File: config.mk
export PLATFORM = sky130hd
export DESIGN_NAME = irqagg_top
export DESIGN_NICKNAME = d
export VERILOG_FILES = /design/src/rtl/irqagg_pkg.sv /design/src/rtl/irqagg_regif.sv /design/src/rtl/irqagg_pend.sv /design/src/rtl/irqagg_line.sv /design/src/rtl/irqagg_top.sv
export SDC_FILE = /design/constraint.sdc
export NUM_CORES = 1
export LEC_CHECK = 0
export CORE_UTILIZATION = 30
export CTS_CLUSTER_DIAMETER = 60
export DETAILED_ROUTE_END_ITERATION = 7
export PLACE_DENSITY = 0.65
export SLEW_MARGIN = 25
export SYNTH_ARGS = -nofsm -noshare
export SYNTH_HDL_FRONTEND = slang
export SYNTH_SLANG_ARGS = --single-unit
File: constraint.sdc
create_clock -name clk -period 2.51 [get_ports clk]
set_clock_uncertainty 0.2 [all_clocks]
set_input_delay 0.502 -clock clk [delete_from_list [all_inputs] [get_ports clk]]
set_output_delay 0.502 -clock clk [all_outputs]
set_load 0.005 [all_outputs]
File: src/rtl/irqagg_pkg.sv
package irqagg_pkg;

    // Default geometry of the aggregator
    localparam int DEF_BANKS   = 4;
    localparam int DEF_PERIPHS = 6;
    localparam int DEF_DATA_W  = 16;
    localparam int DEF_ADDR_W  = 2;

    // Register indices
    localparam int IDX_STATUS = 0;
    localparam int IDX_ENABLE = 1;

    // Decoded register selection
    typedef enum logic [1:0] {
        SEL_NONE   = 2'd0,
        SEL_STATUS = 2'd1,
        SEL_ENABLE = 2'd2
    } reg_sel_e;

    // Write strobes leaving the register port
    typedef struct packed {
        logic status_wr;
        logic enable_wr;
    } wr_stb_t;

    // Global enable lives in the top bit of the enable word
    function automatic int glb_bit(input int data_w);
        return data_w - 1;
    endfunction

endpackage

File: src/rtl/irqagg_regif.sv
module irqagg_regif
    import irqagg_pkg::*;
#(
    parameter int NUM_BANKS  = DEF_BANKS,
    parameter int NUM_PERIPH = DEF_PERIPHS,
    parameter int DATA_W     = DEF_DATA_W,
    parameter int ADDR_W     = DEF_ADDR_W,
    localparam int ST_W      = NUM_BANKS + NUM_PERIPH
) (
    input  logic                  clk,
    input  logic                  rst,
    input  logic                  wr_en,
    input  logic [ADDR_W-1:0]     addr,
    input  logic [DATA_W-1:0]     wdata,
    input  logic [ST_W-1:0]       status,
    output logic [NUM_PERIPH-1:0] pen,
    output logic                  glb_en,
    output logic [NUM_PERIPH-1:0] clr_vec,
    output wr_stb_t               stb,
    output logic [DATA_W-1:0]     rdata
);

    localparam int GB = glb_bit(DATA_W);

    reg_sel_e          sel;
    logic [DATA_W-1:0] en_word;
    logic              unused_wdata;

    assign unused_wdata = ^wdata;

    always_comb begin
        if (addr == ADDR_W'(IDX_STATUS))
            sel = SEL_STATUS;
        else if (addr == ADDR_W'(IDX_ENABLE))
            sel = SEL_ENABLE;
        else
            sel = SEL_NONE;
    end

    always_comb begin
        stb.status_wr = wr_en && (sel == SEL_STATUS);
        stb.enable_wr = wr_en && (sel == SEL_ENABLE);
        clr_vec = stb.status_wr ? wdata[NUM_BANKS +: NUM_PERIPH] : '0;
    end

    always_ff @(posedge clk) begin
        if (rst) begin
            pen    <= '0;
            glb_en <= 1'b0;
        end else if (stb.enable_wr) begin
            pen    <= wdata[NUM_PERIPH-1:0];
            glb_en <= wdata[GB];
        end
    end

    always_comb begin
        en_word                   = '0;
        en_word[NUM_PERIPH-1:0]   = pen;
        en_word[GB]               = glb_en;
    end

    always_comb begin
        unique case (sel)
            SEL_STATUS: rdata = {{(DATA_W-ST_W){1'b0}}, status};
            SEL_ENABLE: rdata = en_word;
            default:    rdata = '0;
        endcase
    end

endmodule

File: src/rtl/irqagg_pend.sv
module irqagg_pend #(
    parameter int NUM_BANKS  = irqagg_pkg::DEF_BANKS,
    parameter int NUM_PERIPH = irqagg_pkg::DEF_PERIPHS,
    localparam int ST_W      = NUM_BANKS + NUM_PERIPH
) (
    input  logic                  clk,
    input  logic                  rst,
    input  logic [NUM_BANKS-1:0]  bank_in,
    input  logic [NUM_PERIPH-1:0] evt_in,
    input  logic [NUM_PERIPH-1:0] clr_vec,
    output logic [ST_W-1:0]       status
);

    logic [NUM_BANKS-1:0]  bank_q;
    logic [NUM_PERIPH-1:0] pend_q;

    // Bank summaries: level copies, cleared at the bank itself
    always_ff @(posedge clk) begin
        if (rst) bank_q <= '0;
        else     bank_q <= bank_in;
    end

    // Peripheral bits: sticky, event has priority over clear
    for (genvar j = 0; j < NUM_PERIPH; j++) begin : g_src
        always_ff @(posedge clk) begin
            if (rst)
                pend_q[j] <= 1'b0;
            else if (evt_in[j])
                pend_q[j] <= 1'b1;
            else if (clr_vec[j])
                pend_q[j] <= 1'b0;
        end
    end

    assign status = {pend_q, bank_q};

endmodule

File: src/rtl/irqagg_line.sv
module irqagg_line #(
    parameter int NUM_BANKS  = irqagg_pkg::DEF_BANKS,
    parameter int NUM_PERIPH = irqagg_pkg::DEF_PERIPHS,
    localparam int ST_W      = NUM_BANKS + NUM_PERIPH
) (
    input  logic                  clk,
    input  logic                  rst,
    input  logic [ST_W-1:0]       status,
    input  logic [NUM_PERIPH-1:0] pen,
    input  logic                  glb_en,
    input  logic                  rearm,
    output logic                  irq
);

    logic [ST_W-1:0] qual;
    logic            any_src;

    assign qual    = status & {pen, {NUM_BANKS{1'b1}}};
    assign any_src = |qual;

    // A status write forces one low cycle so the host sees a new edge
    always_ff @(posedge clk) begin
        if (rst || rearm) irq <= 1'b0;
        else              irq <= glb_en && any_src;
    end

endmodule

File: src/rtl/irqagg_top.sv
module irqagg_top
    import irqagg_pkg::*;
#(
    parameter int NUM_BANKS  = DEF_BANKS,
    parameter int NUM_PERIPH = DEF_PERIPHS,
    parameter int DATA_W     = DEF_DATA_W,
    parameter int ADDR_W     = DEF_ADDR_W,
    localparam int ST_W      = NUM_BANKS + NUM_PERIPH
) (
    input  logic                  clk,
    input  logic                  rst,
    input  logic [NUM_BANKS-1:0]  bank_sum_i,
    input  logic [NUM_PERIPH-1:0] periph_evt_i,
    input  logic                  reg_wr_en,
    input  logic [ADDR_W-1:0]     reg_addr,
    input  logic [DATA_W-1:0]     reg_wdata,
    output logic [DATA_W-1:0]     reg_rdata,
    output logic                  irq_o
);

    logic [ST_W-1:0]       st_vec;
    logic [NUM_PERIPH-1:0] pen_vec;
    logic [NUM_PERIPH-1:0] clr_vec;
    logic                  glb_en;
    wr_stb_t               stb;

    irqagg_regif #(
        .NUM_BANKS (NUM_BANKS),
        .NUM_PERIPH(NUM_PERIPH),
        .DATA_W    (DATA_W),
        .ADDR_W    (ADDR_W)
    ) u_regif (
        .clk    (clk),
        .rst    (rst),
        .wr_en  (reg_wr_en),
        .addr   (reg_addr),
        .wdata  (reg_wdata),
        .status (st_vec),
        .pen    (pen_vec),
        .glb_en (glb_en),
        .clr_vec(clr_vec),
        .stb    (stb),
        .rdata  (reg_rdata)
    );

    irqagg_pend #(
        .NUM_BANKS (NUM_BANKS),
        .NUM_PERIPH(NUM_PERIPH)
    ) u_pend (
        .clk    (clk),
        .rst    (rst),
        .bank_in(bank_sum_i),
        .evt_in (periph_evt_i),
        .clr_vec(clr_vec),
        .status (st_vec)
    );

    irqagg_line #(
        .NUM_BANKS (NUM_BANKS),
        .NUM_PERIPH(NUM_PERIPH)
    ) u_line (
        .clk   (clk),
        .rst   (rst),
        .status(st_vec),
        .pen   (pen_vec),
        .glb_en(glb_en),
        .rearm (stb.status_wr),
        .irq   (irq_o)
    );

endmodule

* Yosys cells after proc, flatten, opt, wreduce, memory -nomap -nowiden
Index checks and enable logic that the tools add are counted.
** Word-level totals
- Word-level logic and storage cells :: 42
- Flip-flop bits (word level) :: 18
- Output and inout port bits :: 17
- Input port bits :: 31
** Operators by class
- Reduce and logical (&&, ||, !) cells :: 12
- Muxes and demuxes :: 16
- Equal/unequal tests :: 3
- Bitwise gates (word level) :: 1
** Operator list (count)
- 16-bit case mux with 2 select lines :: 1
- 1-bit 2-to-1 mux :: 12
- 2-bit nonzero test :: 6
- 10-bit AND :: 1
- 10-bit OR reduction :: 1
- 6-bit 2-to-1 mux :: 1
- 2-bit by 1-bit == test with 1-bit output, second input constant :: 2
- 2-bit 2-to-1 mux :: 2
- 1-bit logical AND :: 3
- 2-bit == test, second input constant :: 1
- 2-bit logical NOT :: 1
- 1-bit logical OR :: 1

* Logic depth before layout (Yosys ltp)
Gate-level depths: netlist of the first run.
- Depth in word-level cells :: 8
- Gate-level depth with buffers :: 5
- Mapped depth without buffers :: 3

* Cells and area by module
From an unflattened synthesis of the first run, not the netlist that was laid out.
** Unflattened totals
- Cell total of the unflattened synthesis :: 106
- Area, all modules :: 1047.3 µm²
** By module, submodules not included
- irqagg_regif :: area an instance 566.8 µm², times used 1, cells each 65
- irqagg_pend :: area an instance 409.1 µm², times used 1, cells each 33
- irqagg_line :: area an instance 71.3 µm², times used 1, cells each 8

* Worst setup path after synthesis of the first run
Ideal clock, no wire load.
- Kind :: input-to-output
- From :: input port reg_addr[1]
- To :: output port reg_rdata[6]
- Data required time :: 1808 ps
- Setup slack :: 895 ps
- Data arrival time :: 913 ps
- Stages :: 3
- Cells stage by stage :: buf_2 -> nor2_2 -> and2_1
** Between the ends
- Cells in the longest elaborated chain, start to end :: 5
** Ends and longest elaborated chain
- from (decl) :: line irqagg_top.sv:15 : input logic [ADDR_W-1:0] reg_addr,
- 2-bit by 1-bit == test with 1-bit output :: line irqagg_regif.sv:34 : else if (addr == ADDR_W'(IDX_ENABLE))
- 2-bit 2-to-1 mux :: line irqagg_regif.sv:34
- 2-bit 2-to-1 mux * :: line irqagg_regif.sv:32 : if (addr == ADDR_W'(IDX_STATUS))
- 2-bit == test / 2-bit by 1-bit == test with 1-bit output (equally long branches) :: line irqagg_regif.sv:63 : unique case (sel)
- 16-bit case mux with 2 select lines * :: line irqagg_regif.sv:63
- to (decl) :: line irqagg_top.sv:17 : output logic [DATA_W-1:0] reg_rdata,
Mark *: on every way between the ends. The rest lies on a longest branch, timed or not.

* Worst setup path after layout of the first run
- From :: input port reg_addr[0]
- To :: output port reg_rdata[7]
The elaborated chain is that of the path after synthesis.

==> results of run 1 <==
-- where the power goes --
| part | switching, W | internal [W] |
|---|---|---|
| sequential | 0.0000109 | 0.000300 |
| combinational | 0.0000402 | 0.0000688 |
| clock | 0.0000825 | 0.0000558 |
-- per-layer routing --
layer | vias to the layer above | share of wire [%]
li1 | 374 | -
met1 | 327 | 46
met2 | 32 | 46
met3 | 5 | 5.1
met4 | 0 | 2.4
met5 | - | 0
-- through the flow --
step / instance area (um2) / util, % / std cells / worst slack, ns / hold slack, ns
2_1_floorplan: 872 / - / 96 / 0.895 / 0.245
3_3_place_gp: 1220 / 44.6 / 155 / -0.116 / 0.269
3_5_place_dp: 1220 / 44.6 / 155 / -0.146 / 0.271
4_1_cts: 1260 / 46.1 / 159 / 0.113 / 0.303
5_1_grt: 1260 / 46.1 / 159 / 0.0756 / 0.343
6_report: 1260 / 46.1 / 159 / 0.128 / 0.295
-- kinds of logic after synthesis --
| logic type | count (synthesis) | synth area share (%) |
|---|---|---|
| and+or+nand+nor | 32 | 18.5 |
| AOI/OAI and AO/OA | 10 | 11.7 |
| DFF | 18 | 42.0 |
| buffers and inverters | 18 | 12.1 |
| other | 1 | 0.438 |
| muxes | 13 | 15.2 |
-- worst paths after layout --
path / start / to / slack, ns
max: reg_addr[0] / reg_rdata[7] / 0.13
min: u_regif.glb_en$_SDFFE_PP0P_ / u_line.irq$_SDFF_PP0_ / 0.30
max reg2reg: u_pend.bank_q[2]$_SDFF_PP0_ / u_line.irq$_SDFF_PP0_ / 1.01
min reg2reg: u_regif.glb_en$_SDFFE_PP0P_ / u_line.irq$_SDFF_PP0_ / 0.30
-- timing repair --
item / in CTS / in global routing
setup endpoints to repair: 11 / 0
gates resized for setup: 6 / 0
hold endpoints to repair: 0 / 0
-- area by class of cell --
type	count	area (um2)	area share (%)
Tap cell	31	38.8	3.08
Inverter	7	26.3	2.09
Sequential cell	18	360	28.6
Timing Repair Buffer	40	394	31.3
Clock buffer	3	22.5	1.79
Multi-Input combinational cell	60	418	33.2
-- state kept, by name, indices dropped and copies added (netlist names) --
signal / count
u_line.irq: 1
u_pend.status: 6
u_regif.glb_en: 1
u_pend.bank_q: 4
u_regif.pen: 6
-- critical path, delay by kind of cell --
kind                   cells  cell delay (ns)
buffers and inverters      3             0.92
AND/OR/NAND/NOR            2             0.25
-- placed cells by master (no fill, tap or decap), types with 2 or more instances in the layout --
cell type and n:
a311oi_1 6, mux2i_1 13, nor2_1 19, and2_1 4, dlygate4sd2_1 2, inv_1 7
nor2b_1 4, buf_4 2, clkbuf_4 3, clkdlybuf4s50_1 35, dfxtp_1 18, conb_1 5
==> run summary, run 1 <==
Outcome - finished clean
TritonRoute pass-1 iters - 3
Share of the yosys chip area belonging to registers - 42.0%
Post-synthesis cell type count - 21
Total core area - 0.00273 mm2
Overall power - 0.000559 W
Ys Warns - 0
First-pass GRT wire length - 3.34 mm
IO Pins - 48
Setup TNS - 0 ns
Number of synthesized flops with an enable pin - 0
Crit Path Class - input port to primary output
Fin. max-slew vios - 0
Port buffer count - 37
Root Buffer Master - clkbuf_4
Die H - 55.5 um
CTS tree - yes
FF-to-FF path depth - 3
Initial Util - 31.4%
Fill cells - 288
Fraction of layout cells with a size suffix above 1 - 8.59%
Post-layout net count - 161
Tightest Pin Transition - 0.630 ns
Most common cell in the netlist - nor2_1
Clock transition at path regs - 0.09 ns
Overflow after GRT - 0
Largest net degree at the start of global routing - 19
Rel. slew slack - 57.9%
Setup violations, final - 0
Hold buffers post-CTS - 0
Final period util - 94.9%
Most area-consuming cells after synthesis - dfxtp_1 42%, mux2i_1 15%, nor2_1 8.3%
Worst Path Required - 1.81 ns
CP max stage delay - 0.49 ns
Vias in the first global route - 734
Drt initial violations - 10
Hold Crit Class - flip-flop to flip-flop
Chip Width - 55.5 um
Most Used Layer, Global Route - met2
CTS sink count - 18
Final GP Congestion - 0.736
Final Hold Vio Count - 0
CP cell instances - dlygate4sd2_1, buf_4, nor2_4, and2_1, clkdlybuf4s50_1
Met2 Use GR - 22.2%
Drt wl/cell - 12.2 um
Register bit total from synthesis - 18
Rows - 19
Power per cell area - 443 mW/mm2
Crit. End Element - primary output
Via count - 738
Synth top area share - 42.0%
Hold Path Depth - 2
Routed WL - 1.95 mm
Global Route met1 Usage - 18.0%
Biggest area consumer among synthesized cells - dfxtp_1
Antenna viol nets, final - 0
Pleak - 0.554 nW
H-tree depth - 1
ANT cells - 0
Area delta synth->final - 47.0%
Synth async-reset ratio - 0%
CTS Buf Count - 3
Hpwl dp - 1.54 mm
Die area - 0.00307 mm2
Crit path DAT - 1.68 ns
Initial antenna violation count - 0
Peak VDD IR - 266 uV
Clk Latency, worst-skew pair - 0.29 ns
Crit path max-delay cell type - clkdlybuf4s50_1
Crit start category - input port
Total track usage - 14.2%
Syn Inst Count - 92
Ys flop type - dfxtp_1
GR Layer Usage met3 - 2.58%
Syn Area/Cell - 9.32 um2
Clock buffer depth - 2
Top post-synthesis cells by count - 19 x nor2_1, 18 x dfxtp_1, 13 x mux2i_1
Fin crit period - 2.38 ns
Maxcap violations - 0
Syn Std Cell Area - 857 um2
Max Fanout on Critical Path - 5
Fmax achieved - 420 MHz
Setup Buffers After CTS - 0
DRC - 0
RSZ-0062 raised after global routing - false
Post-DR vias/cell - 4.64
Power figures use the tool's default switching activity.
==> inputs of run 2 (changes only) <==
TNS_END_PERCENT = 5   (was not set)
clock period = 2.9 ns   (was 2.51 ns; I/O delays follow)
==> run 2 against run 1 <==
  * Flip-flop and latch count is the same
  * Worst setup slack lost 0.020 ns
  * Sequential share of layout area grew 0.11 points
  * Die area is the same
  * Via count shrank 1.5%
  * Register-to-register slack gained 0.37 ns
  * Routed wire length shrank 1.3%
  * Utilization shrank 0.18 points
  * Highest routed layer unchanged
  * Hold slack lost 0.0035 ns
  * Sequential power shrank 13%
  * Global-route usage shrank 0.59 points
==> run summary, run 2 (synthesized netlist as in run 1, its figures left out) <==
Peak VDD IR - 204 uV
Crit start category - input port
Drt wl/cell - 12.1 um
DRC - 0
Non-Filler Instances - 159
Power per cell area - 408 mW/mm2
Area delta synth->final - 46.4%
Fill cells - 277
Drt initial violations - 19
Root Buffer Master - clkbuf_4
Resized Gates After CTS - 0
Die area - 0.00307 mm2
Vias in the first global route - 736
ANT cells - 0
Worst Path Required - 2.12 ns
Overflow after GRT - 0
Via count - 727
Clock buffer depth - 2
Fraction of layout cells with a size suffix above 1 - 7.81%
Max Fanout on Critical Path - 9
Pleak - 0.550 nW
Post-layout net count - 160
Initial antenna violation count - 0
Setup Buffers After CTS - 0
Fmax achieved - 358 MHz
Largest net degree at the start of global routing - 19
Hold buffers post-CTS - 0
Total track usage - 13.6%
CTS sink count - 18
Routed WL - 1.92 mm
Fin crit period - 2.79 ns
Outcome - finished clean
IO Pins - 48
Port buffer count - 37
Placed insts - 155
Clk Latency, worst-skew pair - 0.28 ns
CTS Buf Count - 3
Maxcap violations - 0
Final Hold Vio Count - 0
Setup TNS - 0 ns
Crit path DAT - 2.01 ns
Total core area - 0.00273 mm2
Fin. max-slew vios - 0
Final GP Congestion - 0.759
Hpwl dp - 1.51 mm
RSZ-0062 raised after global routing - false
CTS tree - yes
Final period util - 96.3%
Antenna viol nets, final - 0
Initial Util - 31.4%
Chip Width - 55.5 um
Clock transition at path regs - 0.10 ns
TritonRoute pass-1 iters - 4
Hold Crit Class - flip-flop to flip-flop
Setup violations, final - 0
Crit Path Class - input port to primary output
Fin util - 45.9%
Crit. End Element - primary output
Rows - 19
First-pass GRT wire length - 3.38 mm
Commonest non-fill, non-tap cell in the layout - clkdlybuf4s50_1
Rel. slew slack - 57.8%
Die H - 55.5 um
H-tree depth - 1
Most frequent cells in the layout - 37 x clkdlybuf4s50_1, 19 x nor2_1, 18 x dfxtp_1
Post-DR vias/cell - 4.57
Tightest Pin Transition - 0.632 ns
run 2: cell count changes in the layout (fill, tap and decap cells not counted):
cell,change
dlygate4sd2_1,-2
buf_6,-1
nor3b_2,-1
nor2_4,-1
clkdlybuf4s50_1,+2
nor2_2,+1
clkbuf_8,+1
nor3b_1,+1
run 2: layout make-up:
cell class,count,area (um2),share of cell area (%)
tap,31,38.8,3.09
sequential,18,360,28.7
timing repair buffer,39,385,30.7
clock buffer,4,36.3,2.89
multi-input combinational,60,408,32.5
inverter,7,26.3,2.09
run 2: report_power, final:
group / leakage [nW] / total [W] / switching (W) / internal [W]
sequential: 0.149 / 0.000270 / 0.00000960 / 0.000260
combinational: 0.381 / 0.0000924 / 0.0000336 / 0.0000588
clock: 0.0210 / 0.000150 / 0.0000734 / 0.0000763
total: 0.550 / 0.000512 / 0.000117 / 0.000395
run 2: metrics by stage:
step | hold slack, ns | cell area, um2 | setup slack [ns] | power, W
after floorplan | 0.245 | 872 | 1.13 | 0.000320
after global placement | 0.269 | 1220 | 0.119 | 0.000366
after detailed placement | 0.277 | 1220 | 0.0923 | 0.000368
after CTS | 0.290 | 1250 | 0.0936 | 0.000519
after global routing | 0.329 | 1250 | 0.0183 | 0.000537
final | 0.292 | 1250 | 0.108 | 0.000512
run 2: worst paths after layout:
path / start / endpoint / slack [ns] / cells past startpoint
max: reg_addr[0] / reg_rdata[9] / 0.11 / 5
max reg2reg: u_pend.bank_q[2]$_SDFF_PP0_ / u_line.irq$_SDFF_PP0_ / 1.38 / 3
min reg2reg: u_regif.glb_en$_SDFFE_PP0P_ / u_line.irq$_SDFF_PP0_ / 0.29 / 2
min: u_regif.glb_en$_SDFFE_PP0P_ / u_line.irq$_SDFF_PP0_ / 0.29 / 2
run 2: layer usage:
metal  up-vias  part of all wire [%]  global-route usage [%]
met4         0                  0.99                    4.29
met1       324                    47                    17.4
met3         2                   5.5                    3.28
met5         -                     0                       0
li1        372                     -                       -
met2        29                    46                    22.4
run 2: critical path, cell delays in order:
cell             delay [ns]
clkdlybuf4s50_1        0.40
buf_4                  0.19
nor2_2                 0.19
and2_1                 0.15
clkdlybuf4s50_1        0.51
